===== src/rtl/sa_mon_pkg.sv =====
package sa_mon_pkg;
  localparam int N_SA    = 5;   // Sa4..Sa8
  localparam int N_CODE  = 5;   // Sa6 codes watched
  localparam int SA6_SEL = 2;   // index of Sa6
  localparam int SA7_SEL = 3;   // index of Sa7

  // nibble repeated in code k: 8, A, C, E, then F for the last code
  function automatic logic [3:0] code_nib(input int k, input int ncode);
    if (k == ncode - 1) return 4'hF;
    return 4'(8 + 2 * k);
  endfunction
endpackage


===== src/rtl/sa6_code_det.sv =====
module sa6_code_det #(
  parameter int NIBS  = 3,
  parameter int NCODE = 5
) (
  input  logic             clk,
  input  logic             rst_n,
  input  logic             flush,
  input  logic             bit_vld,
  input  logic             bit_val,
  input  logic             nib_last,
  input  logic             cmp_en,
  input  logic             align_mode,
  input  logic             clr_we,
  input  logic [NCODE-1:0] clr_mask,
  output logic [NCODE-1:0] hit,
  output logic [NCODE-1:0] evt
);
  import sa_mon_pkg::*;

  localparam int LEN = NIBS * 4;
  localparam int FW  = $clog2(LEN + 1);

  logic [LEN-1:0]   hist_q, hist_nxt;
  logic [FW-1:0]    fill_q;
  logic             full_nxt, cmp_go;
  logic [NCODE-1:0] eq, set_d, evt_q, hit_q;

  assign hist_nxt = {hist_q[LEN-2:0], bit_val};
  assign full_nxt = (fill_q >= FW'(LEN - 1));
  assign cmp_go   = cmp_en && full_nxt && (!align_mode || nib_last);

  for (genvar k = 0; k < NCODE; k++) begin : g_code
    assign eq[k] = (hist_nxt == {NIBS{code_nib(k, NCODE)}});
  end

  assign set_d = (bit_vld && !flush && cmp_go) ? eq : '0;

  always_ff @(posedge clk) begin
    if (!rst_n) begin
      hist_q <= '0;
      fill_q <= '0;
    end else if (flush) begin
      hist_q <= '0;
      fill_q <= '0;
    end else if (bit_vld) begin
      hist_q <= hist_nxt;
      if (fill_q != FW'(LEN)) fill_q <= fill_q + 1'b1;
    end
  end

  always_ff @(posedge clk) begin
    if (!rst_n) begin
      evt_q <= '0;
      hit_q <= '0;
    end else begin
      evt_q <= set_d;
      hit_q <= (hit_q & ~(clr_we ? clr_mask : '0)) | set_d;
    end
  end

  assign evt = evt_q;
  assign hit = hit_q;
endmodule


===== src/rtl/sa7_link_win.sv =====
module sa7_link_win #(
  parameter int WIN = 3,
  parameter int THR = 2
) (
  input  logic clk,
  input  logic rst_n,
  input  logic flush,
  input  logic bit_vld,
  input  logic bit_val,
  output logic link,
  output logic chg
);
  // one flag per window slot, set when that received bit was zero
  logic [WIN-1:0] zwin_q, zwin_nxt;
  logic           link_cur, link_nxt, chg_q;

  always_comb begin
    zwin_nxt = zwin_q;
    if (flush)        zwin_nxt = '0;
    else if (bit_vld) zwin_nxt = {zwin_q[WIN-2:0], ~bit_val};
  end

  assign link_cur = ($countones(zwin_q)   >= THR);
  assign link_nxt = ($countones(zwin_nxt) >= THR);

  always_ff @(posedge clk) begin
    if (!rst_n) begin
      zwin_q <= '0;
      chg_q  <= 1'b0;
    end else begin
      zwin_q <= zwin_nxt;
      chg_q  <= (link_nxt != link_cur);
    end
  end

  assign link = link_cur;
  assign chg  = chg_q;
endmodule


===== src/rtl/sa_nib_trk.sv =====
module sa_nib_trk #(
  parameter int NIB_W = 4
) (
  input  logic             clk,
  input  logic             rst_n,
  input  logic             bit_vld,
  input  logic             bit_val,
  input  logic             nib_last,
  output logic [NIB_W-1:0] nib,
  output logic             evt
);
  logic [NIB_W-2:0] part_q;
  logic [NIB_W-1:0] nib_q, nib_new;
  logic             seen_q, evt_q;

  assign nib_new = {part_q, bit_val};

  always_ff @(posedge clk) begin
    if (!rst_n) begin
      part_q <= '0;
      nib_q  <= '0;
      seen_q <= 1'b0;
      evt_q  <= 1'b0;
    end else begin
      evt_q <= 1'b0;
      if (bit_vld) begin
        if (nib_last) begin
          nib_q  <= nib_new;
          seen_q <= 1'b1;
          evt_q  <= seen_q && (nib_new != nib_q);
        end else begin
          part_q <= {part_q[NIB_W-3:0], bit_val};
        end
      end
    end
  end

  assign nib = nib_q;
  assign evt = evt_q;
endmodule


===== src/rtl/sa_spare_mon.sv =====
module sa_spare_mon #(
  parameter int SA6_NIBS = 3,
  parameter int V52_WIN  = 3,
  parameter int V52_THR  = 2,
  parameter int NIB_W    = 4
) (
  input  logic                                 clk,
  input  logic                                 rst_n,
  input  logic                                 sync_ok,
  input  logic                                 sa6_cmp_en,
  input  logic                                 sa6_align,
  input  logic                                 sa_valid,
  output logic                                 sa_ready,
  input  logic                                 sa_bit,
  input  logic [2:0]                           sa_idx,
  input  logic [$clog2(NIB_W)-1:0]             sa_pos,
  input  logic                                 clr_we,
  input  logic [sa_mon_pkg::N_CODE-1:0]        clr_mask,
  output logic [sa_mon_pkg::N_CODE-1:0]        sa6_hit,
  output logic [sa_mon_pkg::N_CODE-1:0]        sa6_evt,
  output logic                                 v52_link,
  output logic                                 v52_evt,
  output logic [sa_mon_pkg::N_SA-1:0]          nib_evt,
  output logic [sa_mon_pkg::N_SA*NIB_W-1:0]    sa_nib
);
  import sa_mon_pkg::*;

  localparam int POS_W = $clog2(NIB_W);

  logic             take;
  logic             last_pos;
  logic [N_SA-1:0]  sel;

  assign sa_ready = 1'b1;
  assign take     = sa_valid && sync_ok;
  assign last_pos = (sa_pos == POS_W'(NIB_W - 1));

  for (genvar x = 0; x < N_SA; x++) begin : g_sa
    assign sel[x] = take && (sa_idx == 3'(x));

    sa_nib_trk #(.NIB_W(NIB_W)) u_trk (
      .clk      (clk),
      .rst_n    (rst_n),
      .bit_vld  (sel[x]),
      .bit_val  (sa_bit),
      .nib_last (last_pos),
      .nib      (sa_nib[x*NIB_W +: NIB_W]),
      .evt      (nib_evt[x])
    );
  end

  sa6_code_det #(.NIBS(SA6_NIBS), .NCODE(N_CODE)) u_sa6 (
    .clk        (clk),
    .rst_n      (rst_n),
    .flush      (!sync_ok),
    .bit_vld    (sel[SA6_SEL]),
    .bit_val    (sa_bit),
    .nib_last   (last_pos),
    .cmp_en     (sa6_cmp_en),
    .align_mode (sa6_align),
    .clr_we     (clr_we),
    .clr_mask   (clr_mask),
    .hit        (sa6_hit),
    .evt        (sa6_evt)
  );

  sa7_link_win #(.WIN(V52_WIN), .THR(V52_THR)) u_sa7 (
    .clk     (clk),
    .rst_n   (rst_n),
    .flush   (!sync_ok),
    .bit_vld (sel[SA7_SEL]),
    .bit_val (sa_bit),
    .link    (v52_link),
    .chg     (v52_evt)
  );
endmodule


===== config.mk =====
export PLATFORM = sky130hd
export DESIGN_NAME = sa_spare_mon
export DESIGN_NICKNAME = d
export VERILOG_FILES = /design/src/rtl/sa_mon_pkg.sv /design/src/rtl/sa6_code_det.sv /design/src/rtl/sa7_link_win.sv /design/src/rtl/sa_nib_trk.sv /design/src/rtl/sa_spare_mon.sv
export SDC_FILE = /design/constraint.sdc
export NUM_CORES = 1
export LEC_CHECK = 0
export ABC_AREA = 1
export BUFFER_PORTS_ARGS = -buffer_cell sky130_fd_sc_hd__buf_2
export CAP_MARGIN = 20
export CORE_MARGIN = 8
export CORE_UTILIZATION = 39
export DETAILED_ROUTE_END_ITERATION = 10
export HOLD_SLACK_MARGIN = 0.06
export SETUP_SLACK_MARGIN = 0.5
export SLEW_MARGIN = 0
export SYNTH_ARGS = -nofsm -noshare
export SYNTH_HDL_FRONTEND = slang
export SYNTH_HIERARCHICAL = 1
export SYNTH_SLANG_ARGS = --single-unit

===== constraint.sdc =====
create_clock -name clk -period 2.2 [get_ports clk]
set_input_delay 0.33 -clock clk [delete_from_list [all_inputs] [get_ports clk]]
set_output_delay 0.33 -clock clk [all_outputs]
set_load 0.005 [all_outputs]

Yosys cells after proc, flatten, opt, wreduce, memory -nomap -nowiden:

Cells that the tools add are included.

* register bits after elaboration: 74

* add/sub/neg operators: 5
* order comparisons: 3
* equal/unequal tests: 17
* multiplexer cells: 4
* bitwise operators: 5
* reductions and logical operators: 35

Operator list (count)
* adder 32 x 1 -> 32 bit: 2
* >= comparator 32 x 3 -> 1 bit, second input constant: 2
* == test 12 bit, second input constant: 5
* AND reduction 2 bit: 12
* != test 4 bit: 5
* logical AND 1 bit: 15
* AND reduction 3 bit: 5
* 2-to-1 mux 5 bit: 2
* == test 3 x 2 -> 1 bit, second input constant: 2
* 2-to-1 mux 3 bit: 2
* bitwise AND 5 bit: 1
* NOT 5 bit: 1
* bitwise OR 5 bit: 1
* adder 1 x 1 -> 2 bit: 2
* adder 4 x 1 -> 4 bit, second input constant: 1
* >= comparator 4 bit, second input constant: 1
* != test 4 bit, second input constant: 1
* == test 3 x 1 -> 1 bit, second input constant: 1
* == test 3 bit, second input constant: 1
* logical NOT 3 bit: 1
* == test 2 bit, second input constant: 1
* NOT 1 bit: 2
* logical NOT 1 bit: 1
* logical OR 1 bit: 1
* != test 1 bit: 1

Depth between registers and ports, before layout:

* depth in word-level cells: 8
* gate-level depth with buffers: 11

Hierarchy:

Netlist, hierarchy kept.

By module, submodules not included
* sa_nib_trk: instances 5, cells an instance 52, area each 376.6 um2, seq. area each 180.2 um2
* sa6_code_det: instances 1, cells an instance 149, area each 1102.3 um2, seq. area each 500.5 um2
* sa7_link_win: instances 1, cells an instance 31, area each 222.7 um2, seq. area each 80.1 um2
* sa_spare_mon: instances 1, cells an instance 21, area each 93.8 um2, seq. area each 0.0 um2

Least setup slack after synthesis:

Ideal clock, no wire load.

* kind: input port to flip-flop
* from: input sa_idx[2]
* to: register u_sa7.chg_q (netlist: u_sa7/chg)
* setup time: 0.115 ns
* arrival time: 1.634 ns
* required time: 2.085 ns
* path slack: 0.451 ns
* stages: 10
* buffers on the path: 0
* path through: inv_1 > nand3_2 > nor2_1 > inv_1 > nor2_1 > nor3_1 > ha_1 > nand3_2 > a21oi_1 > nor2_1

* elaborated cells on any way between the ends: 8
* classes of those cells: add/sub: 2; order compare: 1; eq/ne: 2; mux: 2; reduce/logical: 1

RTL lines
* start: declaration: line sa_spare_mon.sv:15 `input logic [2:0] sa_idx,`
* == test 3 x 2 -> 1 bit: line sa_spare_mon.sv:39 `assign sel[x] = take && (sa_idx == 3'(x));`
* logical AND 1 bit: line sa_spare_mon.sv:39
* net sel[3]: line sa_spare_mon.sv:32 `logic [N_SA-1:0] sel;`
* 2-to-1 mux 3 bit: line sa7_link_win.sv:20 `else if (bit_vld) zwin_nxt = {zwin_q[WIN-2:0], ~bit_val};`
* 2-to-1 mux 3 bit: line sa7_link_win.sv:19 `if (flush) zwin_nxt = '0;`
* net u_sa7.zwin_nxt[2]: line sa7_link_win.sv:14 `logic [WIN-1:0] zwin_q, zwin_nxt;`
* adder 32 x 1 -> 32 bit (not written as such): line sa7_link_win.sv:24 `assign link_nxt = ($countones(zwin_nxt) >= THR);`
* >= comparator 32 x 3 -> 1 bit: line sa7_link_win.sv:24
* != test 1 bit: line sa7_link_win.sv:32 `chg_q <= (link_nxt != link_cur);`
* end signal: assignment: line sa7_link_win.sv:32
* end: declaration: line sa7_link_win.sv:15 `logic link_cur, link_nxt, chg_q;`

The timed path passes the listed nets, and every way through them passes these cells.
A chain may end at the register's enable or synchronous reset.

Final worst setup path:

* from: register u_sa7.zwin_q[0]
* to: output v52_link

* cells in the longest elaborated chain, start to end: 3

RTL lines
* start: declaration: line sa7_link_win.sv:14
* start signal: assignment: line sa7_link_win.sv:31 `zwin_q <= zwin_nxt;`
* adder 1 x 1 -> 2 bit (not written as such): line sa7_link_win.sv:23 `assign link_cur = ($countones(zwin_q) >= THR);`
* adder 32 x 1 -> 32 bit (not written as such): line sa7_link_win.sv:23
* >= comparator 32 x 3 -> 1 bit: line sa7_link_win.sv:23
* end: declaration: line sa_spare_mon.sv:21 `output logic v52_link,`

No other way between the ends.

==> impl_metrics.csv <==
group,metric,value,unit
placement,port_buffers,54,
layout,final_cells,639,
floorplanning,initial_core_util,40.2,%
synthesis,synth_common_cells,"nand2_1, inv_1, dfxtp_1",
cts,h-tree-depth,3,
layout,drive_above_1_share,21.5,%
layout,utilization,47.6,%
run,cap_violations,0,
drt,first_pass_iters,4,
floorplanning,die_h,108,µm
power_and_ir_drop,clockPowerShare,38.8,%
power_and_ir_drop,p_per_area,631,nW/µm²
worst_hold_path,min_path_cells,4,
grt,antenna_found_initial,0,
synthesis,synthesis.nets,483,
worst_hold_path,hp-class,"primary input to flop",
floorplanning,io_pins,56,
floorplanning,die_x,108,µm
grt,grt_pass1_vias,2729,
power_and_ir_drop,power_switching_share,25.0,%
synthesis,async_flop_share,0,%
drt,vias,2962,
worst_setup_path,crit_arrival,1300,ps
worst_setup_path,path_depth,4,
timing,setup_slack,570,ps
worst_setup_path,crit_chain,"ha_1 > a21oi_2 > inv_1 > buf_2",
worst_setup_path,critPathSlowestCell,"dfxtp_1",
cts,insertion_delay,340,ps
synthesis,synth_top_area_share,44.9,%
timing,setup_viol_count_final,0,
timing,fin_tns_setup,0,ps
grt,grt_max_degree,33,
timing,whs,243,ps
drt,antenna_left,0,
drt,vias_per_cell,4.64,
timing,hold_violations,0,
floorplanning,fp-row-count,33,
outcome,status,"finished clean",
layout,final_area,3910,µm²
cts,cts_root_buf,"clkbuf_8",
worst_setup_path,cp_top_family,"flip-flops",
timing,fin_skew,10.8,ps
synthesis,yosys_warnings,6,
drt,first_iter_violations,89,
worst_setup_path,slowest_delay,340,ps
grt,grt_util_all_layers,12.6,%
floorplanning,die_area,11700,µm²
synthesis,yosysMostFrequentCell,"nand2_1",
worst_setup_path,critPathRequiredTime,1870,ps
synthesis,yosysSeqAreaShare,44.9,%
worst_setup_path,cp_num_buf_inv,2,
placement,placed_cell_area,3720,µm²
power_and_ir_drop,peakVddDrop,0.000320,V
placement,gp_congestion,0.809,
drt,drc,0,
power_and_ir_drop,p_int,1.85,mW
synthesis,synth_cell_types,29,
power_and_ir_drop,leakagePower,1.87,nW
worst_setup_path,crit_fanout,3,
synthesis,syn_inst,461,
synthesis,synth_edf_count,0,
synthesis,synth_seq_cells,74,
cts,numCtsBuffers,9,
cts,cts_tree,"done",
timing,timing.fmax,0.613,GHz
worst_setup_path,worst_setup_path_start_kind,"flop",
worst_setup_path,reg2reg_depth,7,
cts,clk_pin_slew,80,ps
layout,area_growth,18.4,%
timing,drv_slew,0,
cts,cts.sinks,74,
worst_setup_path,crit_path_end_kind,"output pin",
power_and_ir_drop,total_power,2.47,mW
layout,fillers,840,
grt,grt_pass1_wl,12000,µm
floorplanning,core-area,8220,µm²
layout,diodes,0,
power_and_ir_drop,power.switching,0.617,mW
synthesis,synth_top_area_cell,"dfxtp_1",
timing,rsz0062_at_grt,"no",
cts,hold_buffers,0,
layout,nNetsFinal,551,
placement,dpl.cell_count,622,
power_and_ir_drop,seq_power_share,55.0,%
synthesis,syn-cell-area,3300,µm²
timing,fin_crit_sh,74.1,%
timing,timing.final.crit_period,1630,ps
placement,pre_cts_ws,275,ps
cts,clock_path_buffers,2,
synthesis,synthTopCellsByArea,"dfxtp_1, nand2_1, inv_1",
drt,routedWlPerCell,11.2,µm
power_and_ir_drop,pwr-share-comb,6.1,%
placement,dpl.hpwl,5350,µm
worst_setup_path,critical_path_class,"flop to output pin",
synthesis,avgSynthCellArea,7.16,µm²
grt,grt_overflow,0,
drt,drt-total-wl,7170,µm
synthesis,synth_flop_cell,"dfxtp_1",
tightest hold or removal path, cell delays in order:
cell     delay [ps]
buf_2            70
nand2_1          40
nand3_1          60
nand2_1          40
final timing paths:
path | to | from | slack, ps
worst min-delay path | u_sa6/hit[4] | clr_mask[4] | 240
worst max-delay path | v52_link | u_sa7/zwin_q[0] | 570
worst min register to register | g_sa[1].u_trk/evt | g_sa[1].u_trk/seen_q | 460
worst max register to register | u_sa7/chg | u_sa7/zwin_q[0] | 940
cells in the final DEF, fill, tap and decap left out:
cell / netlist / layout
nand4_1: 5 / 5
nand2_1: 100 / 100
clkinv_4: 0 / 2
nand2_4: 5 / 5
nor2_2: 2 / 3
clkinvlp_4: 0 / 1
inv_1: 76 / 76
a211oi_1: 1 / 1
nor3_1: 3 / 3
nor4_1: 2 / 2
clkbuf_8: 0 / 10
inv_6: 0 / 1
o21ai_1: 36 / 36
nand2_2: 7 / 7
nor2_4: 0 / 1
a21oi_2: 2 / 2
o21ai_0: 5 / 5
a21oi_1: 52 / 52
ha_1: 4 / 4
nand3_2: 2 / 2
buf_4: 1 / 8
inv_2: 5 / 5
conb_1: 1 / 1
clkbuf_1: 0 / 1
o21a_1: 5 / 5
nand3_1: 18 / 18
nor2_1: 37 / 35
buf_2: 1 / 54
clkinv_1: 1 / 1
clkinv_2: 6 / 7
o21ai_2: 7 / 7
dfxtp_1: 74 / 74
state kept, by name, summed over array words and instances (netlist names):
signal,cells
g_sa.u_trk/nib,20
g_sa.u_trk/part_q,15
u_sa6/hist_q,11
g_sa.u_trk/evt,5
g_sa.u_trk/seen_q,5
u_sa6/evt,5
u_sa6/hit,5
u_sa6/fill_q,4
u_sa7/zwin_q,3
u_sa7/chg,1
power groups by stage:
stage                     sequential, mW  combinational, mW  clock (mW)
after detailed placement            1.39              0.151           0
after global placement              1.39              0.148           0
after global routing                1.36              0.172        1.06
after CTS                           1.36              0.151       0.990
after floorplan                     1.39             0.0909           0
final                               1.36              0.151       0.958
layer usage:
| layer | global-route usage [%] | wire length, µm | vias up |
|---|---|---|---|
| met5 | 0 | 0 | - |
| met3 | 3.99 | 361 | 12 |
| met2 | 20.4 | 3270 | 41 |
| li1 | - | - | 1595 |
| met1 | 15.0 | 3400 | 1314 |
| met4 | 5.35 | 137 | 0 |
final cells by class:
| cell class | count | area, µm² | area share [%] |
|---|---|---|---|
| clock buffers | 11 | 141 | 3.62 |
| clock inverters | 5 | 38.8 | 0.992 |
| inverters | 88 | 338 | 8.64 |
| multi-input cells | 294 | 1450 | 37.1 |
| flip-flops and latches | 74 | 1480 | 37.9 |
| well taps | 105 | 131 | 3.36 |
| repair buffers | 62 | 330 | 8.45 |
kinds of logic after synthesis:
group                      Yosys count  share of synthesized area, %
AOI/OAI and AO/OA                  108                          17.8
adders and majority gates            4                          1.52
buffers and inverters               93                          11.6
DFF                                 74                          44.9
other                                1                         0.114
and+or+nand+nor                    181                          24.1
timing repair:
action,4_1_cts,5_1_grt
buffers inserted,0,1
gates resized for setup,0,1
endpoints found under the setup margin,0,2
(Power assumes the default switching activity.)
